[src/rtl/msi_pkg.sv]
package msi_pkg;
  typedef enum logic [2:0] {
    SEL_PEND   = 3'd0,
    SEL_ENAB   = 3'd1,
    SEL_DELIV  = 3'd2,
    SEL_THRESH = 3'd3,
    SEL_CLAIM  = 3'd4
  } msi_sel_e;

  localparam int unsigned ID_SHIFT = 16;
endpackage

[src/rtl/msi_bit_array.sv]
module msi_bit_array #(
  parameter int unsigned NBITS   = 64,
  parameter int unsigned XLEN    = 32,
  parameter int unsigned NUM_IDS = 63,
  parameter int unsigned IDX_W   = 1
) (
  input  logic             clk,
  input  logic             rst_n,
  input  logic             acc_en,
  input  logic [IDX_W-1:0] acc_idx,
  input  logic             acc_wr,
  input  logic [XLEN-1:0]  acc_wdata,
  input  logic [XLEN-1:0]  acc_wmask,
  input  logic [NBITS-1:0] set_vec,
  input  logic [NBITS-1:0] clr_vec,
  output logic [NBITS-1:0] bits_o,
  output logic [XLEN-1:0]  rdata_o
);
  localparam int unsigned WORDS = NBITS / XLEN;

  logic [NBITS-1:0] impl;
  logic [NBITS-1:0] bits_q, bits_d;

  for (genvar i = 0; i < NBITS; i++) begin : g_impl
    assign impl[i] = (i >= 1) && (i < NUM_IDS);
  end

  always_comb begin
    rdata_o = '0;
    for (int w = 0; w < WORDS; w++) begin
      if (acc_idx == IDX_W'(w)) rdata_o = bits_q[w*XLEN +: XLEN];
    end
  end

  always_comb begin
    bits_d = bits_q;
    if (acc_en && acc_wr) begin
      for (int w = 0; w < WORDS; w++) begin
        if (acc_idx == IDX_W'(w))
          bits_d[w*XLEN +: XLEN] = (bits_q[w*XLEN +: XLEN] & ~acc_wmask) |
                                   (acc_wdata & acc_wmask);
      end
    end
    bits_d = ((bits_d & ~clr_vec) | set_vec) & impl;
  end

  always_ff @(posedge clk) begin
    if (!rst_n) bits_q <= '0;
    else        bits_q <= bits_d;
  end

  assign bits_o = bits_q;

  // a write with a full mask and no side vectors lands exactly
  a_r7_full_write: assert property (@(posedge clk) disable iff (!rst_n)
    (acc_en && acc_wr && acc_wmask == '1 && acc_wdata == '0 &&
     set_vec == '0) |=> (rdata_o == '0 || acc_idx != $past(acc_idx)));
endmodule

[src/rtl/msi_prio_enc.sv]
module msi_prio_enc #(
  parameter int unsigned NBITS = 64,
  parameter int unsigned ID_W  = 6
) (
  input  logic [NBITS-1:0] vec_i,
  output logic [ID_W-1:0]  id_o,
  output logic             hit_o
);
  always_comb begin
    id_o  = '0;
    hit_o = 1'b0;
    for (int i = NBITS - 1; i >= 0; i--) begin
      if (vec_i[i]) begin
        id_o  = ID_W'(i);
        hit_o = 1'b1;
      end
    end
  end

  // a hit always names a set bit
  always_comb begin
    a_r2_hit_is_set: assert (!hit_o || vec_i[id_o]);
  end
endmodule

[src/rtl/msi_eip_gen.sv]
module msi_eip_gen (
  input  logic clk,
  input  logic rst_n,
  input  logic want_i,
  input  logic upd_i,
  output logic eip_o
);
  logic eip_q;

  always_ff @(posedge clk) begin
    if (!rst_n)              eip_q <= 1'b0;
    else if (upd_i && eip_q) eip_q <= 1'b0;
    else                     eip_q <= want_i;
  end

  assign eip_o = eip_q;

  // an update seen while high forces a low cycle
  a_r9_drop_on_update: assert property (@(posedge clk) disable iff (!rst_n)
    (upd_i && eip_q) |=> !eip_q);

  // the line rises only when the condition held a cycle earlier
  a_r8_rise_needs_want: assert property (@(posedge clk) disable iff (!rst_n)
    $rose(eip_q) |-> $past(want_i));
endmodule

[src/rtl/msi_intfile.sv]
module msi_intfile
  import msi_pkg::*;
#(
  parameter int unsigned NUM_IDS = 63,
  parameter int unsigned XLEN    = 32,
  localparam int unsigned WORDS  = (NUM_IDS + XLEN) / XLEN,
  localparam int unsigned NBITS  = WORDS * XLEN,
  localparam int unsigned ID_W   = $clog2(NBITS),
  localparam int unsigned IDX_W  = (WORDS > 1) ? $clog2(WORDS) : 1
) (
  input  logic             clk,
  input  logic             rst_n,
  input  logic             msg_valid,
  output logic             msg_ready,
  input  logic [XLEN-1:0]  msg_data,
  input  logic             reg_valid,
  output logic             reg_ready,
  input  logic [2:0]       reg_sel,
  input  logic [IDX_W-1:0] reg_idx,
  input  logic             reg_wr,
  input  logic [XLEN-1:0]  reg_wdata,
  input  logic [XLEN-1:0]  reg_wmask,
  output logic [XLEN-1:0]  reg_rdata,
  output logic             eip_o
);
  logic             pend_acc, enab_acc, claim_acc, claim;
  logic             msg_ok;
  logic [ID_W-1:0]  msg_id;
  logic [NBITS-1:0] set_vec, clr_vec, zero_vec;
  logic [NBITS-1:0] pend_bits, enab_bits, elig;
  logic [XLEN-1:0]  pend_rd, enab_rd;
  logic [XLEN-1:0]  deliv_q, thr_q, lim, top_word;
  logic [ID_W-1:0]  top_id;
  logic             top_hit, upd, want;

  assign msg_ready = 1'b1;
  assign reg_ready = 1'b1;
  assign zero_vec  = '0;

  assign pend_acc  = reg_valid && (reg_sel == SEL_PEND);
  assign enab_acc  = reg_valid && (reg_sel == SEL_ENAB);
  assign claim_acc = reg_valid && (reg_sel == SEL_CLAIM);
  assign claim     = claim_acc && reg_wr && top_hit;

  assign msg_ok  = msg_valid && (msg_data != '0) && (msg_data < XLEN'(NUM_IDS));
  assign msg_id  = msg_data[ID_W-1:0];
  assign set_vec = msg_ok ? (NBITS'(1) << msg_id) : '0;
  assign clr_vec = claim  ? (NBITS'(1) << top_id) : '0;

  msi_bit_array #(.NBITS(NBITS), .XLEN(XLEN), .NUM_IDS(NUM_IDS), .IDX_W(IDX_W))
  u_pend (
    .clk(clk), .rst_n(rst_n), .acc_en(pend_acc), .acc_idx(reg_idx),
    .acc_wr(reg_wr), .acc_wdata(reg_wdata), .acc_wmask(reg_wmask),
    .set_vec(set_vec), .clr_vec(clr_vec), .bits_o(pend_bits), .rdata_o(pend_rd)
  );

  msi_bit_array #(.NBITS(NBITS), .XLEN(XLEN), .NUM_IDS(NUM_IDS), .IDX_W(IDX_W))
  u_enab (
    .clk(clk), .rst_n(rst_n), .acc_en(enab_acc), .acc_idx(reg_idx),
    .acc_wr(reg_wr), .acc_wdata(reg_wdata), .acc_wmask(reg_wmask),
    .set_vec(zero_vec), .clr_vec(zero_vec), .bits_o(enab_bits), .rdata_o(enab_rd)
  );

  // threshold window: active only when nonzero and within the identity range
  assign lim = ((thr_q != '0) && (thr_q <= XLEN'(NUM_IDS))) ? thr_q : XLEN'(NUM_IDS);

  for (genvar i = 0; i < NBITS; i++) begin : g_elig
    assign elig[i] = pend_bits[i] && enab_bits[i] && (XLEN'(i) < lim);
  end

  msi_prio_enc #(.NBITS(NBITS), .ID_W(ID_W)) u_prio (
    .vec_i(elig), .id_o(top_id), .hit_o(top_hit)
  );

  assign top_word = top_hit ?
    ((XLEN'(top_id) << ID_SHIFT) | XLEN'(top_id)) : '0;

  always_ff @(posedge clk) begin
    if (!rst_n) begin
      deliv_q <= '0;
      thr_q   <= '0;
    end else if (reg_valid && reg_wr) begin
      if (reg_sel == SEL_DELIV)
        deliv_q <= (deliv_q & ~reg_wmask) | (reg_wdata & reg_wmask);
      if (reg_sel == SEL_THRESH)
        thr_q <= (thr_q & ~reg_wmask) | (reg_wdata & reg_wmask);
    end
  end

  always_comb begin
    case (reg_sel)
      SEL_PEND:   reg_rdata = pend_rd;
      SEL_ENAB:   reg_rdata = enab_rd;
      SEL_DELIV:  reg_rdata = deliv_q;
      SEL_THRESH: reg_rdata = thr_q;
      SEL_CLAIM:  reg_rdata = top_word;
      default:    reg_rdata = '0;
    endcase
  end

  assign upd  = msg_ok || pend_acc || enab_acc || claim_acc;
  assign want = (deliv_q != '0) && top_hit;

  msi_eip_gen u_eip (
    .clk(clk), .rst_n(rst_n), .want_i(want), .upd_i(upd), .eip_o(eip_o)
  );

  // a valid message leaves its identity pending
  a_r5_set_marks: assert property (@(posedge clk) disable iff (!rst_n)
    (msg_ok && !pend_acc) |=> pend_bits[$past(msg_id)]);

  // a claim retires its identity unless the same identity is set
  a_r6_claim_clears: assert property (@(posedge clk) disable iff (!rst_n)
    (claim && !(msg_ok && msg_id == top_id)) |=> !pend_bits[$past(top_id)]);

  // identity 0 never wins the search
  always_comb begin
    a_r1_zero_never_top: assert (!top_hit || top_id != '0);
  end

  // a winner lies below an active threshold
  always_comb begin
    a_r3_below_limit: assert (!top_hit || XLEN'(top_id) < lim);
  end
endmodule

[config.mk]
export PLATFORM = sky130hd
export DESIGN_NAME = msi_intfile
export DESIGN_NICKNAME = d
export VERILOG_FILES = /design/src/rtl/msi_pkg.sv /design/src/rtl/msi_bit_array.sv /design/src/rtl/msi_prio_enc.sv /design/src/rtl/msi_eip_gen.sv /design/src/rtl/msi_intfile.sv
export SDC_FILE = /design/constraint.sdc
export NUM_CORES = 1
export LEC_CHECK = 0
export BUFFER_PORTS_ARGS = -buffer_cell sky130_fd_sc_hd__clkbuf_2
export CAP_MARGIN = 40
export CORE_MARGIN = 4
export CORE_UTILIZATION = 45
export CTS_CLUSTER_SIZE = 16
export DETAILED_ROUTE_END_ITERATION = 8
export PLACE_DENSITY = 0.68
export REMOVE_ABC_BUFFERS = 1
export SLEW_MARGIN = 10
export SYNTH_ARGS = -nofsm -noshare
export SYNTH_HDL_FRONTEND = slang
export SYNTH_SLANG_ARGS = --single-unit
export TNS_END_PERCENT = 5
[constraint.sdc]
create_clock -name clk -period 4.1 [get_ports clk]
set_clock_uncertainty 0.1 [all_clocks]
set_input_delay 0.205 -clock clk [delete_from_list [all_inputs] [get_ports clk]]
set_output_delay 0.205 -clock clk [all_outputs]
set_load 0.1 [all_outputs]
==> results of run 1 <==
-- final cells by class --
type / instances / area (sq um)
Clock inverter: 15 / 178
Timing Repair Buffer: 456 / 3590
Fill cell: 2711 / 11700
Sequential cell: 189 / 3790
Inverter: 14 / 55.1
Clock buffer: 17 / 425
Tap cell: 390 / 488
Multi-Input combinational cell: 1535 / 9300
-- power by group --
part / total [uW] / internal, uW / switching, uW
clock: 1800 / 923 / 876
combinational: 686 / 218 / 468
sequential: 1860 / 1840 / 12.6
-- timing repair --
item / in CTS / in global routing
gates resized for setup: 45 / 50
buffers inserted: 4 / 9
hold buffers: 48 / 0
pin swaps: 10 / 22
hold endpoints to repair: 126 / 0
setup endpoints to repair: 70 / 49
-- logic make-up after synthesis --
group | count (synthesis) | share of synthesized area, %
simple gates | 879 | 31.1
compound gates | 607 | 31.3
flops | 189 | 28.1
buf+inv | 184 | 5.78
mux | 46 | 3.66
xor+xnor | 1 | 0.0651
other cells | 1 | 0.0279
-- critical path: stages, from the launching register on --
cell,delay [ns]
dfxtp_4,0.37
nor4_4,0.28
buf_4,0.18
nand4_4,0.10
buf_6,0.17
buf_4,0.17
nor4_4,0.38
o22ai_2,0.22
nor3_2,0.23
nand2_1,0.13
buf_6,0.15
nor3_4,0.18
or2_4,0.18
a311o_1,0.29
buf_6,0.17
nand2_1,0.08
buf_12,0.18
-- through the flow --
step           power, uW  std cells  TNS, ns  hold WS, ns
2_1_floorplan       2180       1738  -196.27        0.236
3_3_place_gp        2520       2522   -18.80        0.355
3_5_place_dp        2520       2523   -14.88        0.364
4_1_cts             4330       2607   -0.689     0.000232
5_1_grt             4450       2616    -1.36       0.0216
6_report            4340       2616   -0.669       0.0148
-- layout by cell type (no fill, tap or decap), drive strengths merged, types with 20 or more instances in the layout --
cell type and instances:
a21oi 204, a221o 21, a221oi 46, a22oi 43
and3 23, buf 282, clkbuf 143, dfxtp 189
dlygate4sd3 48, inv 21, mux2 26, mux2i 20
nand2 441, nand3 160, nor2 57, nor3 44
nor4 33, o21ai 53, o22ai 44, o32ai 20
-- cells in the mapped netlist (all sizes together), types with 7 or more instances --
master,number,area (sq um)
nand2,441,1660
a21oi,204,1020
dfxtp,189,3780
nand3,160,801
clkbuf,131,492
nor2,57,216
o21ai,53,273
a221oi,46,403
nor3,44,230
o22ai,44,275
a22oi,43,323
buf,39,234
nor4,33,280
mux2,26,293
and3,23,144
a221o,21,210
mux2i,20,200
o32ai,20,175
and2,18,113
nand4,18,119
or2,18,113
a211oi,16,120
nor3b,14,105
inv,13,48.8
o211ai,13,97.6
a311o,12,120
nor4b,12,105
a31oi,10,68.8
o21a,9,67.6
o221ai,9,78.8
a21boi,8,60.1
nand2b,8,50.1
o311ai,8,70.1
or3,8,50.1
nor2b,7,43.8
o31ai,7,52.6
-- routing by layer --
metal | up-vias | track usage [%]
li1 | 7775 | -
met1 | 8400 | 55.3
met2 | 1270 | 62.9
met3 | 209 | 7.75
met4 | 2 | 19.1
met5 | - | 0
-- worst max-delay path by stage --
stage,from,end,slack [ns],depth (start not counted)
2_1_floorplan,reg_sel[2],flip-flop,-3.48,5
3_3_place_gp,flip-flop,u_pend.bits_o[44]$_SDFF_PN0_,-0.55,14
3_5_place_dp,flip-flop,reg_rdata[4],-0.52,16
4_1_cts,flip-flop,reg_rdata[4],-0.10,16
5_1_grt,flip-flop,reg_rdata[0],-0.17,18
6_report,flip-flop,reg_rdata[4],-0.13,16
==> impl_metrics.py, run 1 <==
metrics = {
    "clock_network": {
        "cts_made_buffers": 17,
        "htreeDepth": 4,
        "cts_tree": "done",
        "clk_latency_ns": 0.47,
        "max-clock-path-buffers": 2,
        "cts_sinks": 189,
        "root_buffer": "clkbuf_16",
        "clk_pin_slew_worst_paths_ns": 0.08,
    },
    "detailed_routing": {
        "met2_wirelength_microns": 29900,
        "dr.max_layer_used": "met5",
        "wl_met3_microns": 7560,
        "drtPass1Iterations": 8,
        "drt_iter0_markers": 2410,
        "drt-vias-per-instance": 6.75,
        "drt-met1-wl_microns": 27900,
        "drc_errors": 0,
        "ant_nets": 0,
        "avgRoutedWirePerCell_microns": 26.6,
        "vias": 17656,
        "drt_wl_total_microns": 69500,
    },
    "grt": {
        "overflow": 0,
        "grt_pass1_vias": 16203,
        "antenna_found_initial": 2,
        "grt_util_all_layers_pct": 40.8,
        "grt_max_degree": 98,
        "grt_pass1_wl_microns": 103000,
    },
    "die": {
        "core_area_sq_um": 29600,
        "boundaryPins": 140,
        "die_area_sq_um": 32700,
        "die_width_microns": 181,
        "dieHeight_microns": 181,
        "num_rows": 63,
        "start_util_pct": 45.5,
    },
    "logic_synthesis": {
        "synthArstFlopShare_pct": 0,
        "syn_avg_cell_area_sq_um": 7.06,
        "synth_seq_cells": 189,
        "ys_warn_count": 0,
        "syn_inst": 1907,
        "synth_flop_cell": "dfxtp_1",
        "synth-edff-count": 0,
        "syn_area_sq_um": 13500,
        "synth.distinct_cells": 93,
        "ys_seq_area_share_pct": 28.1,
    },
    "sta": {
        "relSlewSlack_pct": 29.3,
        "fmax_ghz": 0.237,
        "hold_viol": 0,
        "fin_crit_ns": 4.23,
        "fin_crit_sh_pct": 103,
        "setup_slack_ns": -0.126,
        "rsz0062_at_grt": "yes",
        "finalMaxSlewViolations": 0,
        "worst_slew_pin_slew_ns": 1.05,
        "setup_viol": 9,
    },
    "placement": {
        "dpl.hpwl_microns": 53300,
        "place_area_sq_um": 16300,
        "gp_congestion": 1.11,
        "portBuffers": 137,
        "dp_slack_ns": -0.517,
    },
    "setup_path": {
        "arrival_ns": 3.92,
        "reg2reg_to": "u_pend.bits_o[56]$_SDFF_PN0_",
        "cp_data_required_time_ns": 3.80,
        "r2r_slack_ns": 0,
        "crit_path_end_kind": "output port",
        "r2r_cells": 13,
        "crit_type": "reg -> out",
        "worstPathMaxFanout": 6,
        "start_kind": "flip-flop",
    },
    "layout": {
        "antennaDiodeCount": 0,
        "drive_gt1_share_pct": 25.8,
        "area_delta_synth_final_pct": 32.5,
        "fin_util_pct": 60.3,
        "final_area_sq_um": 17800,
        "num-nets-final": 2318,
    },
    "pwr": {
        "p_per_area_nw_per_um2": 243,
        "irDropWorstVdd_mv": 0.418,
        "leakage_uw": 0.00649,
    },
    "run_status": {
        "violations": "setup timing",
        "run_status": "finished, violations left",
    },
    "min_path": {
        "min_from": "reg_wmask[4]",
        "hold_path.class": "in -> reg",
        "worstHoldPathCells": 3,
    },
    "job": {
        "drv_cap": 0,
    },
}
No activity file was read; power rests on OpenSTA's default activity.
==> inputs of run 2 (changes only) <==
--- a/config.mk
+++ b/config.mk
@@ -13,7 +13,7 @@
 export DETAILED_ROUTE_END_ITERATION = 8
 export PLACE_DENSITY = 0.68
 export REMOVE_ABC_BUFFERS = 1
-export SLEW_MARGIN = 10
+export SLEW_MARGIN = 20
 export SYNTH_ARGS = -nofsm -noshare
 export SYNTH_HDL_FRONTEND = slang
 export SYNTH_SLANG_ARGS = --single-unit
==> constraint.sdc (replaced) <==
create_clock -name clk -period 4.1 [get_ports clk]
set_clock_uncertainty 0.1 [all_clocks]
set_input_delay 0.205 -clock clk [delete_from_list [all_inputs] [get_ports clk]]
set_output_delay 0.205 -clock clk [all_outputs]
set_load 0.05 [all_outputs]
==> run 2 against run 1 <==
  * Clock power is essentially flat
  * The flow still finishes with violations (setup timing)
  * Wire length shrank 0.11%
  * Global-route usage grew 0.11 points
  * Critical path type unchanged
  * Die area is the same
  * Non-clock buffer count shrank 11
  * Sequential share of layout area is essentially flat
  * Critical endpoint is now reg_rdata[0]
  * Cell area is essentially flat
  * Via count shrank 0.96%
  * Setup slack gained 0.099 ns
  * Worst hold slack lost 0.0032 ns
  * Utilization is essentially flat
==> impl_metrics.py, run 2 (synthesis gave the netlist of run 1 again) <==
metrics = {
    "run_status": {
        "run_status": "finished, violations left",
        "violations": "setup timing",
    },
    "grt": {
        "grtUsageMet2_pct": 65.2,
        "grt_max_degree": 160,
        "gr-usage-met1_pct": 54.4,
        "grt_pass1_wl_microns": 103000,
        "grt_util_all_layers_pct": 40.9,
        "busiest_layer": "met2",
        "grt_pass1_vias": 16187,
        "grt.met3_usage_pct": 6.93,
        "antenna_found_initial": 2,
        "overflow": 0,
    },
    "sta": {
        "fin_crit_sh_pct": 101,
        "setup_slack_ns": -0.0266,
        "hold_viol": 0,
        "fmax_ghz": 0.242,
        "hold_slack_ns": 0.0116,
        "setup_viol": 3,
        "worst_slew_pin_slew_ns": 0.861,
        "finalMaxSlewViolations": 0,
        "relSlewSlack_pct": 42.4,
        "rsz0062_at_grt": "yes",
        "fin_crit_ns": 4.13,
    },
    "placement": {
        "place_area_sq_um": 16200,
        "dp_slack_ns": -0.137,
        "dpl.hpwl_microns": 52900,
        "portBuffers": 137,
        "gp_congestion": 1.09,
    },
    "layout": {
        "area_delta_synth_final_pct": 32.4,
        "mostFrequentLayoutCell": "nand2_1",
        "seq_area_sq_um": 3790,
        "num-nets-final": 2307,
        "multi_input_area_sq_um": 9340,
        "final_cell_mix": "438 x nand2_1, 230 x buf_4, 200 x a21oi_1",
        "fin_util_pct": 60.3,
        "fill_cells": 2711,
        "drive_gt1_share_pct": 25.7,
        "final_area_sq_um": 17800,
    },
    "detailed_routing": {
        "drtPass1Iterations": 8,
        "drt_iter0_markers": 2537,
        "drt_wl_total_microns": 69400,
        "drc_errors": 0,
        "vias": 17486,
        "avgRoutedWirePerCell_microns": 26.6,
        "drt-vias-per-instance": 6.71,
        "ant_nets": 0,
    },
    "clock_network": {
        "cts_tree": "done",
        "htreeDepth": 4,
        "clk_latency_ns": 0.47,
        "cts_sinks": 189,
        "clk_pin_slew_worst_paths_ns": 0.08,
        "root_buffer": "clkbuf_16",
        "max-clock-path-buffers": 2,
        "cts_made_buffers": 17,
    },
    "setup_path": {
        "arrival_ns": 3.82,
        "cp-endpoint": "reg_rdata[0]",
        "cp_num_cells": 14,
        "reg2reg_to": "u_pend.bits_o[34]$_SDFF_PN0_",
        "path_buf_inv": 5,
        "start_kind": "flip-flop",
        "r2r_cells": 15,
        "crit_family": "compound AO/OA/AOI/OAI gates",
        "cp_data_required_time_ns": 3.80,
        "cp_cell_sequence": "buf_4, nor2_2, o22ai_1, buf_4, o21ai_1, o221ai_1, nand4_1, o2111a_2, o21ai_2, nor3_2, buf_6, o21ai_1, buf_4, buf_12",
        "crit_type": "reg -> out",
        "worstPathMaxFanout": 8,
        "crit_path_max_incr_delay_ns": 0.38,
        "r2r_slack_ns": 0.11,
        "crit_path_end_kind": "output port",
        "cp_slowest_cell": "dfxtp_4",
        "crit_top_cell": "buf_4",
    },
    "pwr": {
        "leakage_uw": 0.00647,
        "irDropWorstVdd_mv": 0.420,
        "total_power_uw": 4280,
        "p_per_area_nw_per_um2": 240,
    },
    "die": {
        "die_width_microns": 181,
        "boundaryPins": 140,
        "die_area_sq_um": 32700,
        "start_util_pct": 45.5,
        "core_area_sq_um": 29600,
        "dieHeight_microns": 181,
        "num_rows": 63,
    },
    "min_path": {
        "hold_path.class": "in -> reg",
    },
    "job": {
        "drv_cap": 0,
    },
}
## run 2: routing by layer
metal	routed length, microns	share of wire [%]
met1	27100	39
met2	30900	45
met4	3920	5.7
met5	10	0.014
met3	7470	11
## run 2: where the power goes
part	total, uW	internal, uW	leakage [uW]	switching, uW
sequential	1860	1840	0.00153	12.2
combinational	629	219	0.00466	410
clock	1790	954	0.000280	837
## run 2: repair_timing
action	4_1_cts	5_1_grt
hold buffers	51	0
pin swaps	14	17
endpoints found under the hold margin	120	0
resized for setup	53	69
buffers inserted	4	3
endpoints found under the setup margin	37	47
## run 2: worst min-delay path by stage
stage | endpoint | start | depth (start not counted)
floorplan | u_pend.bits_o[35]$_SDFF_PN0_ | rst_n | 1
global placement | flip-flop | flip-flop | 2
detailed placement | flip-flop | flip-flop | 2
CTS | flip-flop | reg_wmask[20] | 3
global route | flip-flop | reg_wmask[28] | 3
finish | flip-flop | reg_wmask[16] | 3
## run 2: cell type report
class                      instances  share of cell area [%]
clock buffer                      21                    2.64
inverter                          14                   0.309
clock inverter                    10                   0.716
antenna                            1                  0.0140
timing repair buffer             445                    19.9
sequential                       189                    21.3
tap                              390                    2.74
multi-input combinational       1535                    52.4
## run 2: worst reg2reg max path, delay by kind of cell, from the launching register on
family	cells	cell delay, ns
AO/OA/AOI/OAI	2	0.20
AND/OR/NAND/NOR	8	2.29
buffers and inverters	5	0.90
flip-flops	1	0.37
## run 2: metrics by stage
stage	std cells	TNS (ns)
6_report	2605	-0.0457
5_1_grt	2604	-0.295
4_1_cts	2601	-0.142
3_5_place_dp	2515	-0.621
3_3_place_gp	2513	-1.69
2_1_floorplan	1738	-184.23
